$ cat src/rtl/cal_engine.sv
module cal_engine #(
  parameter int CH = 4,
  parameter int DW = 16,
  parameter int S1 = 65,
  parameter int S2 = 65,
  parameter int S3 = 35
) (
  input  logic                  clk,
  input  logic                  rst_n,
  input  logic                  start,
  input  logic [CH-1:0]         start_mask,
  output logic                  stage1_free,
  output logic [$clog2(CH)-1:0] rd_ch,
  input  logic [DW-1:0]         x1_rd,
  input  logic [DW-1:0]         m_rd,
  input  logic [DW-1:0]         c_rd,
  output logic                  wr_en,
  output logic [$clog2(CH)-1:0] wr_ch,
  output logic [DW-1:0]         wr_data,
  output logic                  s1_busy,
  output logic                  s2_busy,
  output logic                  s3_busy,
  output logic                  req_err
);
  localparam int CW = $clog2(CH);
  localparam int TW = $clog2(S1 + S2 + S3 + 1);
  localparam int SW = DW + 2;

  logic [CH-1:0] pend, src;
  logic [CW-1:0] pick, ch1, ch2, ch3;
  logic [TW-1:0] c1, c2, c3;
  logic          v1, v2, v3;
  logic [DW-1:0] x1r, m1r, c1r, p2, c2r;
  logic signed [SW-1:0] sum3;
  logic [2*DW-1:0] prod;
  logic signed [SW-1:0] sum;
  logic go1, go2, go3, load, req;

  assign req  = start && (start_mask != '0);
  assign src  = (pend != '0) ? pend : start_mask;
  assign go3  = v3 && (c3 == '0);
  assign go2  = v2 && (c2 == '0) && (!v3 || go3);
  assign go1  = v1 && (c1 == '0) && (!v2 || go2);
  assign stage1_free = (!v1 || go1) && (pend == '0);
  assign load = (!v1 || go1) && ((pend != '0) || req);

  always_comb begin
    pick = '0;
    for (int i = CH - 1; i >= 0; i--)
      if (src[i]) pick = CW'(i);
  end

  assign rd_ch = pick;
  assign prod  = (2*DW)'(x1r) * ((2*DW)'(m1r) + (2*DW)'(1));
  assign sum   = $signed(SW'(p2)) + $signed(SW'(c2r)) - $signed(SW'(1) << (DW - 1));

  assign s1_busy = v1;
  assign s2_busy = v2;
  assign s3_busy = v3;
  assign wr_en   = go3;
  assign wr_ch   = ch3;
  assign wr_data = (sum3 < 0) ? '0 :
                   (sum3 > $signed(SW'({DW{1'b1}}))) ? {DW{1'b1}} : sum3[DW-1:0];

  always_ff @(posedge clk) begin
    if (!rst_n) begin
      pend <= '0; v1 <= 1'b0; v2 <= 1'b0; v3 <= 1'b0;
      c1 <= '0; c2 <= '0; c3 <= '0; req_err <= 1'b0;
      ch1 <= '0; ch2 <= '0; ch3 <= '0;
      x1r <= '0; m1r <= '0; c1r <= '0; p2 <= '0; c2r <= '0; sum3 <= '0;
    end else begin
      req_err <= req && !stage1_free;

      if (load) begin
        v1 <= 1'b1; c1 <= TW'(S1 - 1); ch1 <= pick;
        x1r <= x1_rd; m1r <= m_rd; c1r <= c_rd;
        pend <= src & ~(CH'(1) << pick);
      end else if (go1) v1 <= 1'b0;
      else if (v1 && c1 != '0) c1 <= c1 - 1'b1;

      if (go1) begin
        v2 <= 1'b1; c2 <= TW'(S2 - 1); ch2 <= ch1;
        p2 <= prod[2*DW-1:DW]; c2r <= c1r;
      end else if (go2) v2 <= 1'b0;
      else if (v2 && c2 != '0) c2 <= c2 - 1'b1;

      if (go2) begin
        v3 <= 1'b1; c3 <= TW'(S3 - 1); ch3 <= ch2; sum3 <= sum;
      end else if (go3) v3 <= 1'b0;
      else if (v3 && c3 != '0) c3 <= c3 - 1'b1;
    end
  end
endmodule

$ cat config.mk
export PLATFORM = sky130hd
export DESIGN_NAME = cal_engine
export DESIGN_NICKNAME = d
export VERILOG_FILES = /design/src/rtl/cal_engine.sv
export SDC_FILE = /design/constraint.sdc
export NUM_CORES = 1
export LEC_CHECK = 0
export ABC_CLOCK_PERIOD_IN_PS = 8900
export CAP_MARGIN = 10
export CORE_UTILIZATION = 66
export CTS_CLUSTER_DIAMETER = 150
export CTS_CLUSTER_SIZE = 30
export DETAILED_ROUTE_END_ITERATION = 10
export DONT_BUFFER_PORTS = 1
export PLACE_DENSITY = 0.93
export SETUP_SLACK_MARGIN = 0.3
export SLEW_MARGIN = 10
export SYNTH_ARGS = -nofsm -noshare
export SYNTH_HDL_FRONTEND = slang
export SYNTH_SLANG_ARGS = --single-unit
$ cat constraint.sdc
create_clock -name clk -period 8.9 [get_ports clk]
set_clock_uncertainty 0.1 [all_clocks]
set_input_delay 0.445 -clock clk [delete_from_list [all_inputs] [get_ports clk]]
set_output_delay 0.445 -clock clk [all_outputs]
set_load 0.05 [all_outputs]
; ---- Word-level counts from Yosys, hierarchy flattened
; Index checks and enable logic that the tools add are counted.
; W data, S select, Z words.
[classes]
bitwise_logic = 6
n_addsub = 6
n_eq_ne = 3
magnitude_cmp = 2
n_mux = 22
shifts = 1
multipliers = 1
n_reduce_logical = 44
[op_table]
columns = op, n
row1 = $mux W7, 6
row2 = $mul A16 B17 Y32, 1
row3 = $mux W16, 2
row4 = $logic_not A8 Y1, 3
row5 = $reduce_bool A8 Y1, 3
row6 = $sub A8 B1 Y8 const B, 3
row7 = $gt A18 B17 Y1 const B, 1
row8 = $lt A18 B1 Y1 const B, 1
row9 = $mux W6, 3
row10 = $sub A17 B16 Y18 const B, 1
row11 = $add A16 B1 Y17 const B, 1
row12 = $add A16 B16 Y17, 1
row13 = $logic_and A1 B1 Y1, 12
row14 = $reduce_and A2 Y1, 6
row15 = $reduce_bool A2 Y1, 6
row16 = $mux W2, 4
row17 = $reduce_bool A4 Y1, 2
row18 = $mux W1, 6
row19 = $reduce_or A2 Y1, 3
row20 = $and A4 B4 Y4, 1
row21 = $logic_not A1 Y1, 4
row22 = $logic_not A4 Y1, 1
row23 = $logic_or A1 B1 Y1, 4
row24 = $mux W4, 1
row25 = 5 further kinds, 9
[totals]
wordCells = 105
regBits = 136
out_inout_bits = 26
inputBits = 55

; ---- Depth between registers and ports, before layout
; Gate-level depths: netlist of the first run.
[logic_depth]
depth_word = 10
mapped_depth = 28
ltp_nobuf = 28

; ---- Worst setup path after synthesis of the first run
; OpenSTA, ideal clock, no wires.
[synth_timing]
path_kind = register to register
startpoint = register m1r[0]
endpoint = register p2[14]
path_buffers = 1
arrival_time_ns = 6.994
period_less_slack_ns = 7.215
slack_ns = 1.685
stages_incl_launch_ff = 28
cell_sequence = dfxtp_1 ha_1 nand3_1 nor2_1 nand2_1 xnor2_1 clkbuf_1 nand2_1 fa_1 fa_1 fa_1 inv_1 fa_1 fa_1 inv_1 fa_1 inv_1 ha_1 a21oi_1 nand2_1 nor4_1 a31oi_1 a21oi_1 o2111ai_1 a31oi_1 a21oi_1 a211oi_1 o21ai_1
[synth_between]
elab_chain_cells = 2
[synth_lines]
columns = item, line_no
row1 = from (decl), 33  ; logic [DW-1:0] x1r, m1r, c1r, p2, c2r;
row2 = from (signal assigned), 76  ; x1r <= x1_rd; m1r <= m_rd; c1r <= c_rd;
row3 = $add A16 B1 Y17, 54  ; assign prod = (2*DW)'(x1r) * ((2*DW)'(m1r) + (2*DW)'(1));
row4 = $mul A16 B17 Y32, 54
row5 = to (signal assigned), 83  ; p2 <= prod[2*DW-1:DW]; c2r <= c1r;
row6 = to (decl), 33
; No other way between the ends.
; A chain may end at the register's enable or synchronous reset.

; ---- Worst setup path in the final report of the first run
[layout_timing]
startpoint = register m1r[0]
endpoint = register p2[15]
; The elaborated chain is that of the path after synthesis.

==> results of run 1 <==
==> sequential cells by signal (all words and copies together) (netlist names) <==
name and cells:
ch2 2, c1 8, c2 8, wr_ch 2, req_err 1, x1r 16
c2r 16, ch1 2, sum3 18, m1r 16, c1r 16, s3_busy 1
pend 4, s2_busy 1, c3 8, p2 16, s1_busy 1
==> cell type report <==
class / count / share of cell area [%]
multi-input cells: 1246 / 68.41
flip-flops and latches: 136 / 17.74
inverters: 277 / 6.773
clock buffers: 17 / 2.771
well taps: 280 / 2.282
clock inverters: 15 / 1.043
repair buffers: 20 / 0.9781
==> cell usage in the layout (no fill, tap or decap), drive strengths merged, types with 8 or more instances in the layout <==
cell type	instances
xnor2	44
xor2	18
clkbuf	17
fa	207
o21ai	21
dfxtp	136
nor4	9
a31oi	9
and2	125
buf	20
nor2	85
and3	8
nand3	16
nor3	11
inv	284
nand2b	9
nor2b	15
a21o	9
ha	136
nand2	346
a21oi	125
==> metal layers <==
layer,part of all wire [%],vias to the layer above
li1,-,5272
met1,35,5581
met2,50,604
met3,8.1,195
met4,6.3,0
met5,0,-
==> worst max-delay path: stages (launching register included) <==
cell       delay, ns
dfxtp_2         0.51
ha_1            0.25
nand3_1         0.18
nor2_1          0.26
nand2_1         0.10
xnor2_1         0.39
nand2_1         0.14
fa_1            0.52
fa_1            0.52
fa_1            0.53
inv_1           0.06
fa_1            0.50
fa_1            0.54
inv_1           0.05
fa_1            0.52
inv_1           0.05
ha_1            0.32
o2111ai_1       0.12
a31oi_1         0.18
o21ai_0         0.09
a31oi_1         0.28
a21oi_2         0.19
o2111ai_1       0.38
a31oi_2         0.23
o31ai_1         0.38
mux2i_1         0.22
o311ai_1        0.10
==> synth_stat cells (all sizes together) (2+ instances only) <==
library cell	n	area, um^2
o31ai	2	15.01
ha	136	1702
xor2	18	157.7
o21ai	21	112.6
and2	125	782.0
nand2	346	1299
nand3	16	80.08
nand4	5	31.28
a21oi	125	636.9
clkbuf	65	244.0
a211oi	7	57.55
buf	12	90.08
or3	4	25.02
nor3b	2	15.01
dfxtp	136	2723
or2	3	18.77
and4	4	35.03
a31oi	9	56.30
nor4	9	56.30
nor3	11	55.05
nand4b	2	17.52
nor2b	15	93.84
nand3b	2	15.01
and3	8	50.05
nand2b	9	58.81
a31o	2	17.52
nor2	85	319.1
o21bai	3	22.52
a21o	9	67.56
xnor2	44	385.4
o311ai	2	17.52
o2111ai	2	17.52
or4	3	22.52
fa	207	4144
mux2i	2	20.02
inv	277	1040
==> metrics by stage <==
stage	setup slack (ns)	hold WS, ns	cells	total power [mW]	instance area, um^2
3_3_place_gp	0.9582	0.3418	1959	3.206	14750
5_1_grt	0.5058	0.02168	1991	4.430	15350
3_5_place_dp	0.6740	0.3441	1959	3.357	14750
2_1_floorplan	1.685	0.3300	1736	2.772	14580
4_1_cts	0.6589	0.009074	1991	4.080	15340
6_report	1.028	0.01651	1991	4.119	15350
==> path summary, 6_finish.rpt <==
check	start	endpoint	cells after the start
min reg2reg	c1r[0]$_SDFFE_PN0P_	c1r[0]$_SDFFE_PN0P_	2
max reg2reg	m1r[0]$_SDFFE_PN0P_	p2[15]$_SDFFE_PN0P_	26
max	m1r[0]$_SDFFE_PN0P_	p2[15]$_SDFFE_PN0P_	26
min	rst_n	pend[2]$_SDFFE_PN0P_	2
==> kinds of logic after synthesis <==
logic type | Yosys count | synth area share, %
and+or+nand+nor | 651 | 20.56
buffers and inverters | 354 | 9.426
adders and majority gates | 343 | 40.11
AOI/OAI and AO/OA | 188 | 7.366
DFF | 136 | 18.68
xor gates and xnor gates | 62 | 3.726
muxes | 2 | 0.1374
==> where the power goes <==
| part | switching [mW] | total, mW | internal [mW] |
|---|---|---|---|
| registers | 0.290 | 1.05 | 0.764 |
| logic | 1.57 | 2.36 | 0.797 |
| clock network | 0.305 | 0.700 | 0.395 |
| total | 2.16 | 4.12 | 1.96 |
==> qor.yml, run 1 <==
maxCapViolations: 0
antenna_found_initial: 0
cts_resized: 0
fmax_mhz: 127.0
core-area_um2: 21760
maxSlewViolCount: 0
drt_iter0_markers: 883
grt_max_degree: 56
postSynthAreaPerCell_um2: 8.396
gr-total-overflow: 0
hold_viol: 0
met1_usage_pct: 36.68
place_hpwl_mm: 26.24
drc: 0
grt_usage_pct: 33.43
netlist_area_um2: 14580
p_per_area_nw_per_um2: 268.3
synth_warnings: 0
grt_pass1_vias: 12620
clk_pin_slew_ns: 0.07
ys_types: 52
cts_made_buffers: 17
htree_levels: 4
cts_tree: "yes"
grt_pass1_wl_mm: 58.60
required_ns: 9.09
endpoint_kind: "flip-flop"
start_util_pct: 66.99
rows: 54
netlist_instances: 1736
die_area_um2: 22680
final_nets: 2096
p_leak_nw: 7.347
status: "finished clean"
multi_input_area_um2: 10500
portBuffers: 0
ys_seq_area_share_pct: 18.68
crit_path_start_kind: "flip-flop"
areaGrowthSynthToFinish_pct: 5.323
clock_path_buffers: 2
syn_nets: 2134
gr-max-usage-layer: "met2"
r2r_slack_ns: 1.03
die_w_um: 150.6
die_h_um: 150.6
peakVddDrop_uv: 352.7
routed_via_density: 5.852
worst_slew_pin_slew_ns: 1.109
detail-route-antenna-nets: 0
grtUsageMet3_pct: 6.758
layout_min_cycle_time_ns: 7.872
diodes: 0
worst-setup-path-type: "reg -> reg"
drive_gt1_share_pct: 3.916
crit_arrival_ns: 8.06
synth_seq_cells: 136
synthArstFlopShare_pct: 0
vias: 11650
critPathMaxFanout: 19
grt_setup_unrepaired: "no"
routedWlPerCell_um: 17.53
wl_mm: 34.90
dr.pass1.iters: 6
synth-edff-count: 0
ctsRootBufferMaster: "clkbuf_16"
insertion_delay_ns: 0.44
holdBufCountCts: 0
maxSlewHeadroom_pct: 26.05
final-seq-area_um2: 2724
fillers: 1447
finalSetupViolations: 0
use_met2_pct: 58.89
hp-class: "in -> reg"
final_util_pct: 70.56
gp_congestion: 0.9385
num_io_pins: 81
fin_crit_sh_pct: 88.45
clkSinkCount: 136
post_cts_buffers: 0
setup-tns-final_ns: 0
yosys_most_used_dff: "dfxtp_1"
(Power assumes the default switching activity.)
==> inputs of run 2 (changes only) <==
Settings changed: CORE_UTILIZATION 66 to 54, PLACE_DENSITY 0.93 to 0.8, SETUP_SLACK_MARGIN 0.3 to 0.02.
==> qor.yml, run 2 (same netlist as run 1, synthesis figures left out) <==
status: "finished clean"
r2r_end: "p2[15]$_SDFFE_PN0P_"
slowest_stage: "dfxtp_1"
drt_iter0_markers: 602  # -32%
drive_gt1_share_pct: 3.684  # -0.23 points
final_util_pct: 58.61  # -12 points
largest_register: "sum3"
die_h_um: 166.3  # +10%
p_int_mw: 1.951  # -0.24%
grt_pass1_vias: 11660  # -7.6%
antenna_found_initial: 0  # unchanged
die_area_um2: 27650  # +22%
clock_path_buffers: 2  # unchanged
min_to: "pend[2]$_SDFFE_PN0P_"
grt_max_degree: 57  # +1.8%
final_nets: 2095  # -0.048%
hp-class: "in -> reg"
fmax_mhz: 120.6  # -5.1%
clk_pin_slew_ns: 0.06  # about the same
p_sw_mw: 2.074  # -4.1%
grt_usage_pct: 24.88  # -8.6 points
whs_path_depth: 2  # unchanged
r2r_start: "m1r[0]$_SDFFE_PN0P_"
rows: 59  # +9.3%
diodes: 0  # unchanged
hold_viol: 0  # unchanged
htree_levels: 4  # unchanged
insertion_delay_ns: 0.44  # about the same
ff2ff_path_depth: 27  # +3.8%
holdBufCountCts: 0  # unchanged
clkSinkCount: 136  # unchanged
crit_arrival_ns: 8.48  # +0.42 ns
grt_setup_unrepaired: "no"
vias: 11200  # -3.9%
crit_path_start_kind: "flip-flop"
clock_power_share_pct: 17.1  # about the same
r2r_slack_ns: 0.61  # -0.42 ns
slowest_delay_ns: 0.71  # +0.17 ns
peakVddDrop_uv: 259.6  # -26%
critPathMostFrequentCell: "fa_1"
ctsRootBufferMaster: "clkbuf_16"
maxCapViolations: 0  # unchanged
final_common_cell: "nand2_1"
cpLargestDelayFamily: "adder cells"
endpoint_kind: "flip-flop"
worst-setup-path-type: "reg -> reg"
path_buf_inv: 5  # +2
p_per_area_nw_per_um2: 261.4  # -2.6%
drc: 0  # unchanged
cts_made_buffers: 17  # unchanged
gr-total-overflow: 0  # unchanged
power.share.switching_pct: 51.52  # -0.98 points
layout_common_cells: "346 x nand2_1, 276 x inv_1, 207 x fa_1"
worst_slew_pin_slew_ns: 1.117  # +0.007337 ns
maxSlewHeadroom_pct: 25.57  # -0.49 points
finalSetupViolations: 0  # unchanged
setup-tns-final_ns: 0  # unchanged
cts_tree: "yes"
portBuffers: 0  # unchanged
post_cts_buffers: 0  # unchanged
fin_crit_sh_pct: 93.16  # +4.7 points
layout_min_cycle_time_ns: 8.291  # +0.4196 ns
routedWlPerCell_um: 15.93  # -9.1%
maxSlewViolCount: 0  # unchanged
detail-route-antenna-nets: 0  # unchanged
areaGrowthSynthToFinish_pct: 5.674
start_util_pct: 55.46  # -12 points
largest_reg_flops: 18  # unchanged
required_ns: 9.09  # about the same
core-area_um2: 26280  # +21%
routed_via_density: 5.475  # -6.4%
die_w_um: 166.3  # +10%
grt_pass1_wl_mm: 55.59  # -5.1%
wl_mm: 32.58  # -6.7%
dr.pass1.iters: 5  # -1
num_io_pins: 81  # unchanged
gp_congestion: 0.9069  # -3.4%
seq_power_share_pct: 26.4  # +0.8 points
combPwrFrac_pct: 56.5  # -0.9 points
critPathMaxFanout: 19  # unchanged
fillers: 2234  # +54%
p_leak_nw: 7.346  # about the same
place_hpwl_mm: 25.19  # -4.0%
min_from: "rst_n"
run 2: worst max path at each step:
stage                     depth (start not counted)             endpoint  slack, ns                 from
after floorplan                                  27  p2[14]$_SDFFE_PN0P_       1.68  m1r[0]$_SDFFE_PN0P_
after global placement                           27  p2[14]$_SDFFE_PN0P_       0.83  m1r[0]$_SDFFE_PN0P_
after detailed placement                         25  p2[14]$_SDFFE_PN0P_       0.47  m1r[0]$_SDFFE_PN0P_
after CTS                                        25  p2[14]$_SDFFE_PN0P_       0.46  m1r[0]$_SDFFE_PN0P_
after global routing                             27  p2[14]$_SDFFE_PN0P_       0.13  m1r[0]$_SDFFE_PN0P_
final                                            27  p2[15]$_SDFFE_PN0P_       0.61  m1r[0]$_SDFFE_PN0P_
run 2: repair_timing:
| action | CTS | global route |
|---|---|---|
| resized for setup | 0 | 2 |
| endpoints found under the setup margin | 0 | 6 |
| endpoints found under the hold margin | 0 | 0 |
run 2: final cells by class:
type,instances,area (um^2),share of cell area (%)
multi-input cells,1246,10500,68.19
flip-flops and latches,136,2723,17.68
inverters,277,1041,6.759
clock buffers,21,460.4,2.989
well taps,335,419.2,2.721
repair buffers,19,142.6,0.9261
clock inverters,11,113.9,0.7392
run 2: power by group through the flow:
stage / Combinational (mW) / Sequential [mW] / Clock (mW)
finish: 2.27 / 1.06 / 0.690
global placement: 2.19 / 1.05 / 0
CTS: 2.29 / 1.05 / 0.695
floorplan: 1.88 / 0.893 / 0
detailed placement: 2.27 / 1.06 / 0
global route: 2.59 / 1.08 / 0.719
run 2: through the flow:
stage	instances	setup WS, ns	power (mW)	cell area, um^2	hold WS (ns)
final	2045	0.6086	4.026	15400	0.02775
after global routing	2045	0.1256	4.391	15400	0.03078
after CTS	2045	0.4649	4.033	15390	0.01927
after detailed placement	2013	0.4728	3.326	14820	0.3461
after global placement	2013	0.8258	3.240	14820	0.3408
after floorplan	1736	1.685	2.772	14580	0.3300
run 2: metal layers:
layer  part of all wire (%)  GRT usage [%]  wire length (um)  vias to the layer above
met2                     51          44.12             16620                      327
li1                       -              -                 -                     5277
met5                      0              0                 0                        -
met1                     41          30.10             13210                     5518
met3                    5.7          4.576              1848                       75
met4                    2.7          9.138               892                        0
